**src/rtl/port_pref_pkg.sv**
```systemverilog
package port_pref_pkg;

    typedef enum logic [1:0] {
        PH_IDLE  = 2'd0,
        PH_MATCH = 2'd1,
        PH_SEND  = 2'd2
    } phase_e;

    // Distance walking forward around a ring of n ports from base to idx.
    function automatic int unsigned ring_gap(int unsigned idx, int unsigned base, int unsigned n);
        return (idx >= base) ? (idx - base) : (idx + n - base);
    endfunction

endpackage

```
**src/rtl/pref_rank_core.sv**
```systemverilog
module pref_rank_core
    import port_pref_pkg::*;
#(
    parameter int N  = 4,
    parameter int CW = 4,
    localparam int IW = $clog2(N)
) (
    input  logic            rr_sel,
    input  logic [IW-1:0]   ptr,
    input  logic [N-1:0]    elig,
    input  logic [N*CW-1:0] occ,
    input  logic [N*IW-1:0] lvl,
    output logic [N*IW-1:0] list_idx,
    output logic [N-1:0]    list_vld
);

    logic [IW-1:0] gap   [N];
    logic          ahead [N][N];   // ahead[i][j]: input j departs before input i
    logic [IW:0]   rank  [N];
    logic [IW:0]   total;

    for (genvar gi = 0; gi < N; gi++) begin : g_gap
        assign gap[gi] = IW'(ring_gap(gi, 32'(ptr), N));
    end

    for (genvar gi = 0; gi < N; gi++) begin : g_row
        for (genvar gj = 0; gj < N; gj++) begin : g_col
            if (gi == gj) begin : g_self
                assign ahead[gi][gj] = 1'b0;
            end else begin : g_pair
                logic [CW-1:0] oi, oj;
                logic [IW-1:0] li, lj;
                logic          rr_win, sp_win;
                assign oi = occ[gi*CW +: CW];
                assign oj = occ[gj*CW +: CW];
                assign li = lvl[gi*IW +: IW];
                assign lj = lvl[gj*IW +: IW];
                assign rr_win = (oj < oi) || ((oj == oi) && (gap[gj] < gap[gi]));
                assign sp_win = (lj < li) || ((lj == li) && (gj < gi));
                assign ahead[gi][gj] = rr_sel ? rr_win : sp_win;
            end
        end
    end

    always_comb begin
        for (int i = 0; i < N; i++) begin
            rank[i] = '0;
            for (int j = 0; j < N; j++) begin
                rank[i] = rank[i] + (IW+1)'(elig[j] && ahead[i][j]);
            end
        end
    end

    always_comb begin
        total = '0;
        for (int i = 0; i < N; i++) begin
            total = total + (IW+1)'(elig[i]);
        end
    end

    always_comb begin
        list_idx = '0;
        list_vld = '0;
        for (int k = 0; k < N; k++) begin
            list_vld[k] = ((IW+1)'(k) < total);
            for (int i = 0; i < N; i++) begin
                if (elig[i] && (rank[i] == (IW+1)'(k))) begin
                    list_idx[k*IW +: IW] = list_idx[k*IW +: IW] | IW'(i);
                end
            end
        end
    end

endmodule

```
**src/rtl/viq_pick.sv**
```systemverilog
module viq_pick
    import port_pref_pkg::*;
#(
    parameter int N  = 4,
    parameter int CW = 4,
    localparam int IW = $clog2(N)
) (
    input  logic            rr_sel,
    input  logic [IW-1:0]   ptr,
    input  logic [N*CW-1:0] occ,
    input  logic [N*IW-1:0] lvl,
    output logic            any_cell,
    output logic [IW-1:0]   pick
);

    logic [N-1:0]  full;
    logic [N-1:0]  win;
    logic [IW-1:0] gap [N];

    for (genvar gi = 0; gi < N; gi++) begin : g_lane
        assign full[gi] = |occ[gi*CW +: CW];
        assign gap[gi]  = IW'(ring_gap(gi, 32'(ptr), N));
    end

    for (genvar gi = 0; gi < N; gi++) begin : g_win
        logic [N-1:0] beaten;
        for (genvar gj = 0; gj < N; gj++) begin : g_vs
            if (gi == gj) begin : g_self
                assign beaten[gj] = 1'b0;
            end else begin : g_pair
                logic [IW-1:0] li, lj;
                assign li = lvl[gi*IW +: IW];
                assign lj = lvl[gj*IW +: IW];
                assign beaten[gj] = full[gj] &&
                    (rr_sel ? (gap[gj] < gap[gi])
                            : ((lj < li) || ((lj == li) && (gj < gi))));
            end
        end
        assign win[gi] = full[gi] && !(|beaten);
    end

    assign any_cell = |full;

    always_comb begin
        pick = '0;
        for (int i = 0; i < N; i++) begin
            if (win[i]) pick = pick | IW'(i);
        end
    end

endmodule

```
**src/rtl/port_pref_gen.sv**
```systemverilog
module port_pref_gen
    import port_pref_pkg::*;
#(
    parameter int N  = 4,
    parameter int CW = 4,
    localparam int IW = $clog2(N)
) (
    input  logic            clk,
    input  logic            rst_n,
    input  logic            pol_rr,
    input  logic            sched_go,
    input  logic            depart_go,
    input  logic [N-1:0]    voq_busy,
    input  logic [N*CW-1:0] viq_count,
    input  logic [N*IW-1:0] prio_lvl,
    output logic [N*IW-1:0] pref_idx,
    output logic [N-1:0]    pref_vld,
    output logic            list_fresh,
    output logic            dep_valid,
    output logic [IW-1:0]   dep_idx
);

    phase_e        phase_q, phase_d;
    logic [IW-1:0] ptr_q;
    logic [N*IW-1:0] list_idx_q, cur_idx;
    logic [N-1:0]  list_vld_q, cur_vld;
    logic          dep_hit_q;
    logic [IW-1:0] dep_idx_q;
    logic          cell_any;
    logic [IW-1:0] cell_pick, ptr_after;

    pref_rank_core #(.N(N), .CW(CW)) u_rank (
        .rr_sel   (pol_rr),
        .ptr      (ptr_q),
        .elig     (voq_busy),
        .occ      (viq_count),
        .lvl      (prio_lvl),
        .list_idx (cur_idx),
        .list_vld (cur_vld)
    );

    viq_pick #(.N(N), .CW(CW)) u_pick (
        .rr_sel   (pol_rr),
        .ptr      (ptr_q),
        .occ      (viq_count),
        .lvl      (prio_lvl),
        .any_cell (cell_any),
        .pick     (cell_pick)
    );

    assign ptr_after = (cell_pick == IW'(N-1)) ? '0 : cell_pick + 1'b1;

    // Phase selection: departure wins over a coincident scheduling strobe.
    always_comb begin
        unique case (phase_q)
            PH_IDLE, PH_MATCH, PH_SEND: begin
                if (depart_go)     phase_d = PH_SEND;
                else if (sched_go) phase_d = PH_MATCH;
                else               phase_d = PH_IDLE;
            end
            default: phase_d = PH_IDLE;
        endcase
    end

    always_ff @(posedge clk or negedge rst_n) begin
        if (!rst_n) phase_q <= PH_IDLE;
        else        phase_q <= phase_d;
    end

    always_ff @(posedge clk or negedge rst_n) begin
        if (!rst_n) begin
            ptr_q      <= '0;
            list_idx_q <= '0;
            list_vld_q <= '0;
            dep_hit_q  <= 1'b0;
            dep_idx_q  <= '0;
        end else if (phase_d == PH_SEND) begin
            dep_hit_q <= cell_any;
            if (cell_any) begin
                dep_idx_q <= cell_pick;
                if (pol_rr) ptr_q <= ptr_after;
            end
        end else if (phase_d == PH_MATCH) begin
            list_idx_q <= cur_idx;
            list_vld_q <= cur_vld;
        end
    end

    always_comb begin
        list_fresh = 1'b0;
        dep_valid  = 1'b0;
        unique case (phase_q)
            PH_IDLE:  ;
            PH_MATCH: list_fresh = 1'b1;
            PH_SEND:  dep_valid  = dep_hit_q;
            default:  ;
        endcase
    end

    assign pref_idx = list_idx_q;
    assign pref_vld = list_vld_q;
    assign dep_idx  = dep_idx_q;

endmodule

```
**config.mk**
```make
export PLATFORM = sky130hd
export DESIGN_NAME = port_pref_gen
export DESIGN_NICKNAME = d
export VERILOG_FILES = /design/src/rtl/port_pref_pkg.sv /design/src/rtl/pref_rank_core.sv /design/src/rtl/viq_pick.sv /design/src/rtl/port_pref_gen.sv
export SDC_FILE = /design/constraint.sdc
export NUM_CORES = 1
export LEC_CHECK = 0
export BUFFER_PORTS_ARGS = -buffer_cell sky130_fd_sc_hd__buf_2
export CAP_MARGIN = 5
export CELL_PAD_IN_SITES_DETAIL_PLACEMENT = 2
export CELL_PAD_IN_SITES_GLOBAL_PLACEMENT = 2
export CORE_AREA = 2 2 85 87
export DETAILED_ROUTE_END_ITERATION = 6
export DIE_AREA = 0 0 87 89
export PLACE_DENSITY = 0.84
export SYNTH_ARGS = -nofsm -noshare
export SYNTH_HDL_FRONTEND = slang
export SYNTH_SLANG_ARGS = --single-unit
export TNS_END_PERCENT = 5
```
**constraint.sdc**
```tcl
create_clock -name clk -period 5.3 [get_ports clk]
set_input_delay 0.53 -clock clk [delete_from_list [all_inputs] [get_ports clk]]
set_output_delay 0.53 -clock clk [all_outputs]
set_load 0.03 [all_outputs]
```
==> impl_results.md, run 1 <==
- M3 GR Usage: 0.01754
- CTS resizes: 0
- Core area: 6719 µm²
- R2R cell count: 11
- Number of synthesis warnings: 0
- DR DRC count: 0
- Die span in x: 87 µm
- Crit end category: register
- Pwr/cell area: 213.3 nW/µm²
- Area Overhead vs Synth: 15.11%
- Leak pwr: 0.001453 µW
- Worst skew pair latency: 0.26 ns
- Setup violations, final: 0
- Outcome: completed
- Final Skew: 0.002538 ns
- CTS root buf: clkbuf_8
- Top cells by area, synth: ha_1 (27%), dfrtp_1 (20%), inv_1 (5.0%)
- Met2 usage: 0.4074
- Final Hold Fails: 0
- Vias: 2264
- Gpl congestion: 0.8522
- Crit-path max FO: 4
- GRT overflow: 0
- Worst Tran Pin Value: 0.7691 ns
- Synth unique cells: 47
- Multi-input combinational cell area: 1773 µm²
- Most common cell in the netlist: ha_1
- Setup TNS: 0 ns
- Final Slew Violations: 0
- Post-Route WL: 7.562 mm
- Gr usage total: 0.2053
- Final Cycle Share: 0.5962
- FF-to-FF Start: ptr_q[1]$_DFFE_PN0P_
- Avg WL per Cell: 18.58 µm
- FMAX: 0.3165 GHz
- Layer carrying the most global-route usage: met2
- Clk sink count: 19
- Worst min-delay path category: in2async
- Vias per inst: 5.563
- Final WS setup: 2.140 ns
- Post-Synthesis Cells: 280
- RSZ-0062 raised after global routing: no
- Io pins: 49
- Mapped Nets: 369
- Row count: 30
- Clk slew on worst S/H paths: 0.07 ns
- Top cell type's share of synthesized area: 0.2718
- CTS Buf Count: 3
- Syn avg cell area: 8.548 µm²
- RR Endpoint: pref_idx[6]$_DFFE_PN0P_
- Max IR drop VDD: 0.07316 mV
- TritonRoute pass-1 iters: 4
- Fin nets: 417
- Count of antenna diodes in the layout: 0
- Hold buffer count at cts: 0
- First-pass GRT wire length: 12.43 mm
- Die Y: 89 µm
- Critical path startpoint category: primary input
- Sequential share of the synthesized area: 0.1986
- Synth Register Bits: 19
- Vias in the first global route: 2495
- Max_slew headroom: 0.4857
- Met1 GRT Util: 0.2442
- Tmin final: 3.160 ns
- Post-synth top flop: dfrtp_1
- H-tree levels: 1
- MaxCap Viol Count: 0
- Critical path data required time: 5.50 ns
- Critical path launch point: viq_count[9]
- Detail Route Antenna Nets: 0
- DP Wirelength: 6.549 mm
- DRT iter0 DRCs: 49
- Fillers: 816
- Syn Std Cell Area: 2394 µm²
- DP Worst Slack: 1.908 ns
- # Post-CTS Setup Buffers: 0
- Largest net degree at the start of global routing: 31
- CTS tree: done
- Commonest cells post-synth: ha_1 (52), inv_1 (32), nand2_1 (26), o21ai_0 (20), dfrtp_1 (19)
- Register Area: 475.5 µm²
- Port buffer count: 48
- Area leader, netlist: ha_1
- Die area: 7743 µm²
- Initial core utilization: 0.3562
- WP data arrival: 3.36 ns
- Reg2Reg Setup Slack: 2.49 ns
- Synth async-reset ratio: 1.000
- Setup CP Type: in2reg
- Initial antenna violation count: 0
- Layout cells sized above 1: 0.1865
- Post-synth EDFFs: 0
- Bufs on Longest Clock Path: 2
## through the flow
step	utilization	hold WS, ns	cell area (µm²)	instances	total power (µW)
2_1_floorplan	-	0.2344	2394	280	385.6
3_3_place_gp	0.4032	0.4546	2709	403	474.2
3_5_place_dp	0.4032	0.4654	2709	403	491.1
4_1_cts	0.4101	0.2115	2755	407	595.4
5_1_grt	0.4101	0.2307	2755	407	638.3
6_report	0.4101	0.2027	2755	407	587.7
## worst max-delay path by stage
stage	end	slack (ns)	depth (start not counted)
after floorplan	pref_idx[6]$_DFFE_PN0P_	2.38	13
after global placement	pref_idx[6]$_DFFE_PN0P_	2.03	12
after detailed placement	pref_idx[6]$_DFFE_PN0P_	1.91	12
after CTS	pref_idx[6]$_DFFE_PN0P_	2.16	12
after global routing	pref_idx[4]$_DFFE_PN0P_	1.93	14
final	pref_idx[6]$_DFFE_PN0P_	2.14	12
## sequential cells by signal, summed over array words and instances, names as in the netlist
name,count
ptr_q,2
pref_idx,8
dep_hit_q,1
pref_vld,4
dep_idx,2
phase_q,2
## critical path, cell delays in order
cell	delay, ns
buf_2	0.12
inv_1	0.08
ha_1	0.33
nor2b_1	0.15
o21ai_0	0.20
nand2b_1	0.09
a21oi_1	0.37
a31o_2	0.24
fa_1	0.43
or4_1	0.52
a21oi_1	0.17
a21o_1	0.12
## per-layer routing
| metal | share of wire | wire, µm |
|---|---|---|
| met1 | 0.44 | 3355 |
| met2 | 0.53 | 4003 |
| met3 | 0.020 | 150 |
| met4 | 0.0070 | 53 |
| met5 | 0 | 0 |
## placed cells by master (no fill, tap or decap), drive strengths merged, types with 2 or more instances in the layout
cell type and instances:
a211oi 2, a21o 4, a21oi 18, a31o 3, a31oi 7, a41oi 4
and2 3, and4 3, buf 48, clkbuf 3, dfrtp 19, fa 4
ha 52, inv 32, nand2 26, nand2b 8, nand3 5, nand4 6
nor2 8, nor2b 15, nor4 4, nor4b 2, o211a 5, o211ai 6
o21ai 21, or4 2
## power breakdown
part	leakage [µW]	switching, µW	total [µW]	internal [µW]
Clock	0.0000255	48.5	101	52.3
Combinational	0.00119	190	302	112
Sequential	0.000236	15.4	185	170
Total	0.00145	254	588	334
## layout make-up
| type | instances | share of cell area |
|---|---|---|
| Timing Repair Buffer | 48 | 0.08719 |
| Tap cell | 80 | 0.03633 |
| Multi-Input combinational cell | 224 | 0.6435 |
| Clock inverter | 1 | 0.001817 |
| Clock buffer | 3 | 0.01499 |
| Sequential cell | 19 | 0.1726 |
| Inverter | 32 | 0.04360 |
## logic make-up after synthesis
logic type | share of synthesized area
mux | 0.004704
flops | 0.1986
simple gates | 0.2154
compound gates | 0.2154
buf+inv | 0.06064
fa+ha+maj | 0.3053
No activity file was read; power rests on OpenSTA's default activity.
==> inputs of run 2 (changes only) <==
Settings changed: CORE_AREA 2 2 85 87 to 2 2 93 95, DIE_AREA 0 0 87 89 to 0 0 95 97, PLACE_DENSITY 0.84 to 0.75.
Clock period 5.3 ns to 2.8 ns, I/O delays scaled along.
==> run 2 against run 1 <==
Combinational power up 120%; worst setup slack worse by 2.0 ns; clock-buffer cell count up 1; cell count up 15%; largest cell class unchanged.
==> impl_results.md, run 2 (synthesis results as in run 1) <==
- Post-Place Cells: 465 (+15%)
- Worst skew pair latency: 0.26 ns (about the same)
- Final Hold Fails: 0 (unchanged)
- Critical path startpoint category: primary input
- Reg2Reg Setup Slack: 0.21 ns (-2.28 ns)
- Vias per inst: 5.217 (-6.2%)
- Outcome: completed
- WP data arrival: 2.90 ns (-0.46 ns)
- RR Endpoint: pref_idx[6]$_DFFE_PN0P_
- Flip-flop count of the largest register after layout: 8 (unchanged)
- Clk slew on worst S/H paths: 0.07 ns (about the same)
- Post-Route WL: 8.331 mm (+10%)
- Die Y: 97 µm (+9.0%)
- Crit-path max FO: 4 (unchanged)
- Hold path start: depart_go
- First-pass GRT wire length: 13.68 mm (+10%)
- Final Cycle Share: 0.9643
- Bufs on Longest Clock Path: 2 (unchanged)
- CTS Buf Count: 3 (unchanged)
- Flop pwr share: 0.285 (-0.030)
- Switching power: 516.5 µW (+100%)
- Max IR drop VDD: 0.1499 mV (+100%)
- Pwr/cell area: 388.4 nW/µm² (+82%)
- FMAX: 0.3704 GHz
- Final Slew Violations: 0 (unchanged)
- Fin nets: 455 (+9.1%)
- CTS tree: done
- Hold Crit Endpoint: phase_q[1]$_DFF_PN0_
- Avg WL per Cell: 17.73 µm (-4.6%)
- Commonest non-fill, non-tap cell in the layout: ha_1
- Vias in the first global route: 2707 (+8.5%)
- Final hold slack: 0.3420 ns (+0.1393 ns)
- Setup CP Type: in2reg
- Port buffer count: 48 (unchanged)
- Hold Path Cell Cnt: 2
- TritonRoute pass-1 iters: 4 (unchanged)
- Worst min-delay path category: in2reg
- Core area: 8134 µm² (+21%)
- Worst Tran Pin Value: 0.8223 ns (+0.05325 ns)
- Tmin final: 2.700 ns
- Count of antenna diodes in the layout: 0 (unchanged)
- Final Skew: 0.0007092 ns (-0.001829 ns)
- Detail Route Antenna Nets: 0 (unchanged)
- MaxCap Viol Count: 0 (unchanged)
- Crit end category: register
- Largest net degree at the start of global routing: 25 (-19%)
- Commonest non-fill, non-tap cells in the layout: ha_1 (50), buf_2 (48), buf_4 (37)
- DP Wirelength: 7.147 mm (+9.1%)
- Area Overhead vs Synth: 30.89%
- Clk sink count: 19 (unchanged)
- R2R cell count: 9 (-2)
- Row count: 33 (+10%)
- CTS root buf: clkbuf_8
- Initial core utilization: 0.2943 (-0.06198)
- Clock share of power: 0.161 (-0.010)
- Gr usage total: 0.1882 (-0.01710)
- Initial antenna violation count: 0 (unchanged)
- Gate power share: 0.555 (+0.041)
- Gpl congestion: 0.8093 (-5.0%)
- Die span in x: 95 µm (+9.2%)
- DRT iter0 DRCs: 44 (-10%)
- Max_slew headroom: 0.4501 (-0.03561)
- Setup violations, final: 0 (unchanged)
- GRT overflow: 0 (unchanged)
- Layout cells sized above 1: 0.3041 (+0.1176)
- Final non-filler cell total: 470 (+15%)
- Leak pwr: 0.001639 µW (+13%)
- Vias: 2452 (+8.3%)
- FF-to-FF Start: ptr_q[0]$_DFFE_PN0P_
- DR DRC count: 0 (unchanged)
- Sw frac: 0.4244 (-0.008121)
- Critical path data required time: 3.00 ns (-2.50 ns)
- Pint: 700.4 µW (+110%)
- Die area: 9215 µm² (+19%)
- Io pins: 49 (unchanged)
- H-tree levels: 1 (unchanged)
run 2: repair_timing:
action / 4_1_cts / 5_1_grt
endpoints found under the hold margin: 19 / 0
hold buffers: 1 / 0
buffers inserted: 0 / 0
resized for setup: 1 / 17
endpoints found under the setup margin: 1 / 7
pin swaps: 0 / 5
run 2: per-layer routing:
layer	global-route usage	routed length, µm	vias to the layer above
met5	0	0	-
met4	0.04013	81	0
met3	0.02259	182	9
met2	0.3437	4429	31
met1	0.2325	3636	1219
li1	-	-	1193
run 2: how the worst max path moves through the flow:
stage	from	to	slack (ns)	cells after the start
2_1_floorplan	viq_count[5]	pref_idx[6]$_DFFE_PN0P_	0.13	13
3_3_place_gp	viq_count[5]	pref_idx[3]$_DFFE_PN0P_	-0.18	15
3_5_place_dp	viq_count[5]	pref_idx[6]$_DFFE_PN0P_	-0.28	16
4_1_cts	viq_count[5]	pref_idx[3]$_DFFE_PN0P_	0.01	15
5_1_grt	viq_count[5]	pref_idx[2]$_DFFE_PN0P_	-0.08	15
6_report	viq_count[5]	pref_idx[6]$_DFFE_PN0P_	0.10	14
run 2: area by class of cell:
class / instances / area (µm²)
Fill cell: 921 / 5001
Multi-Input combinational cell: 224 / 1833
Inverter: 32 / 120.1
Clock buffer: 4 / 45.04
Sequential cell: 19 / 475.5
Tap cell: 105 / 131.4
Timing Repair Buffer: 86 / 528.0
run 2: worst max-delay path: stages:
cell and delay, ns:
buf_2 0.12, inv_2 0.07, ha_1 0.30, nor2b_1 0.13, o21ai_0 0.15, nand2_1 0.08, a21bo_2 0.21, o211a_1 0.22
ha_1 0.27, ha_1 0.18, ha_2 0.20, or4_4 0.43, a21oi_1 0.14, a21o_1 0.11
run 2: stage by stage:
step / total power, µW / instance area [µm²] / utilization / TNS [ns] / worst slack [ns]
after floorplan: 729.8 / 2394 / - / 0 / 0.1258
after global placement: 972.7 / 3018 / 0.3710 / -1.090 / -0.1814
after detailed placement: 1011 / 3018 / 0.3710 / -1.738 / -0.2836
after CTS: 1215 / 3078 / 0.3784 / 0 / 0.009624
after global routing: 1324 / 3133 / 0.3852 / -0.1798 / -0.07521
final: 1217 / 3133 / 0.3852 / 0 / 0.1000
run 2: power groups by stage:
| stage | clock [µW] | combinational (µW) | sequential (µW) |
|---|---|---|---|
| floorplan | 0 | 299 | 431 |
| global placement | 0 | 622 | 351 |
| detailed placement | 0 | 658 | 353 |
| CTS | 203 | 665 | 347 |
| global route | 217 | 752 | 355 |
| finish | 196 | 675 | 346 |
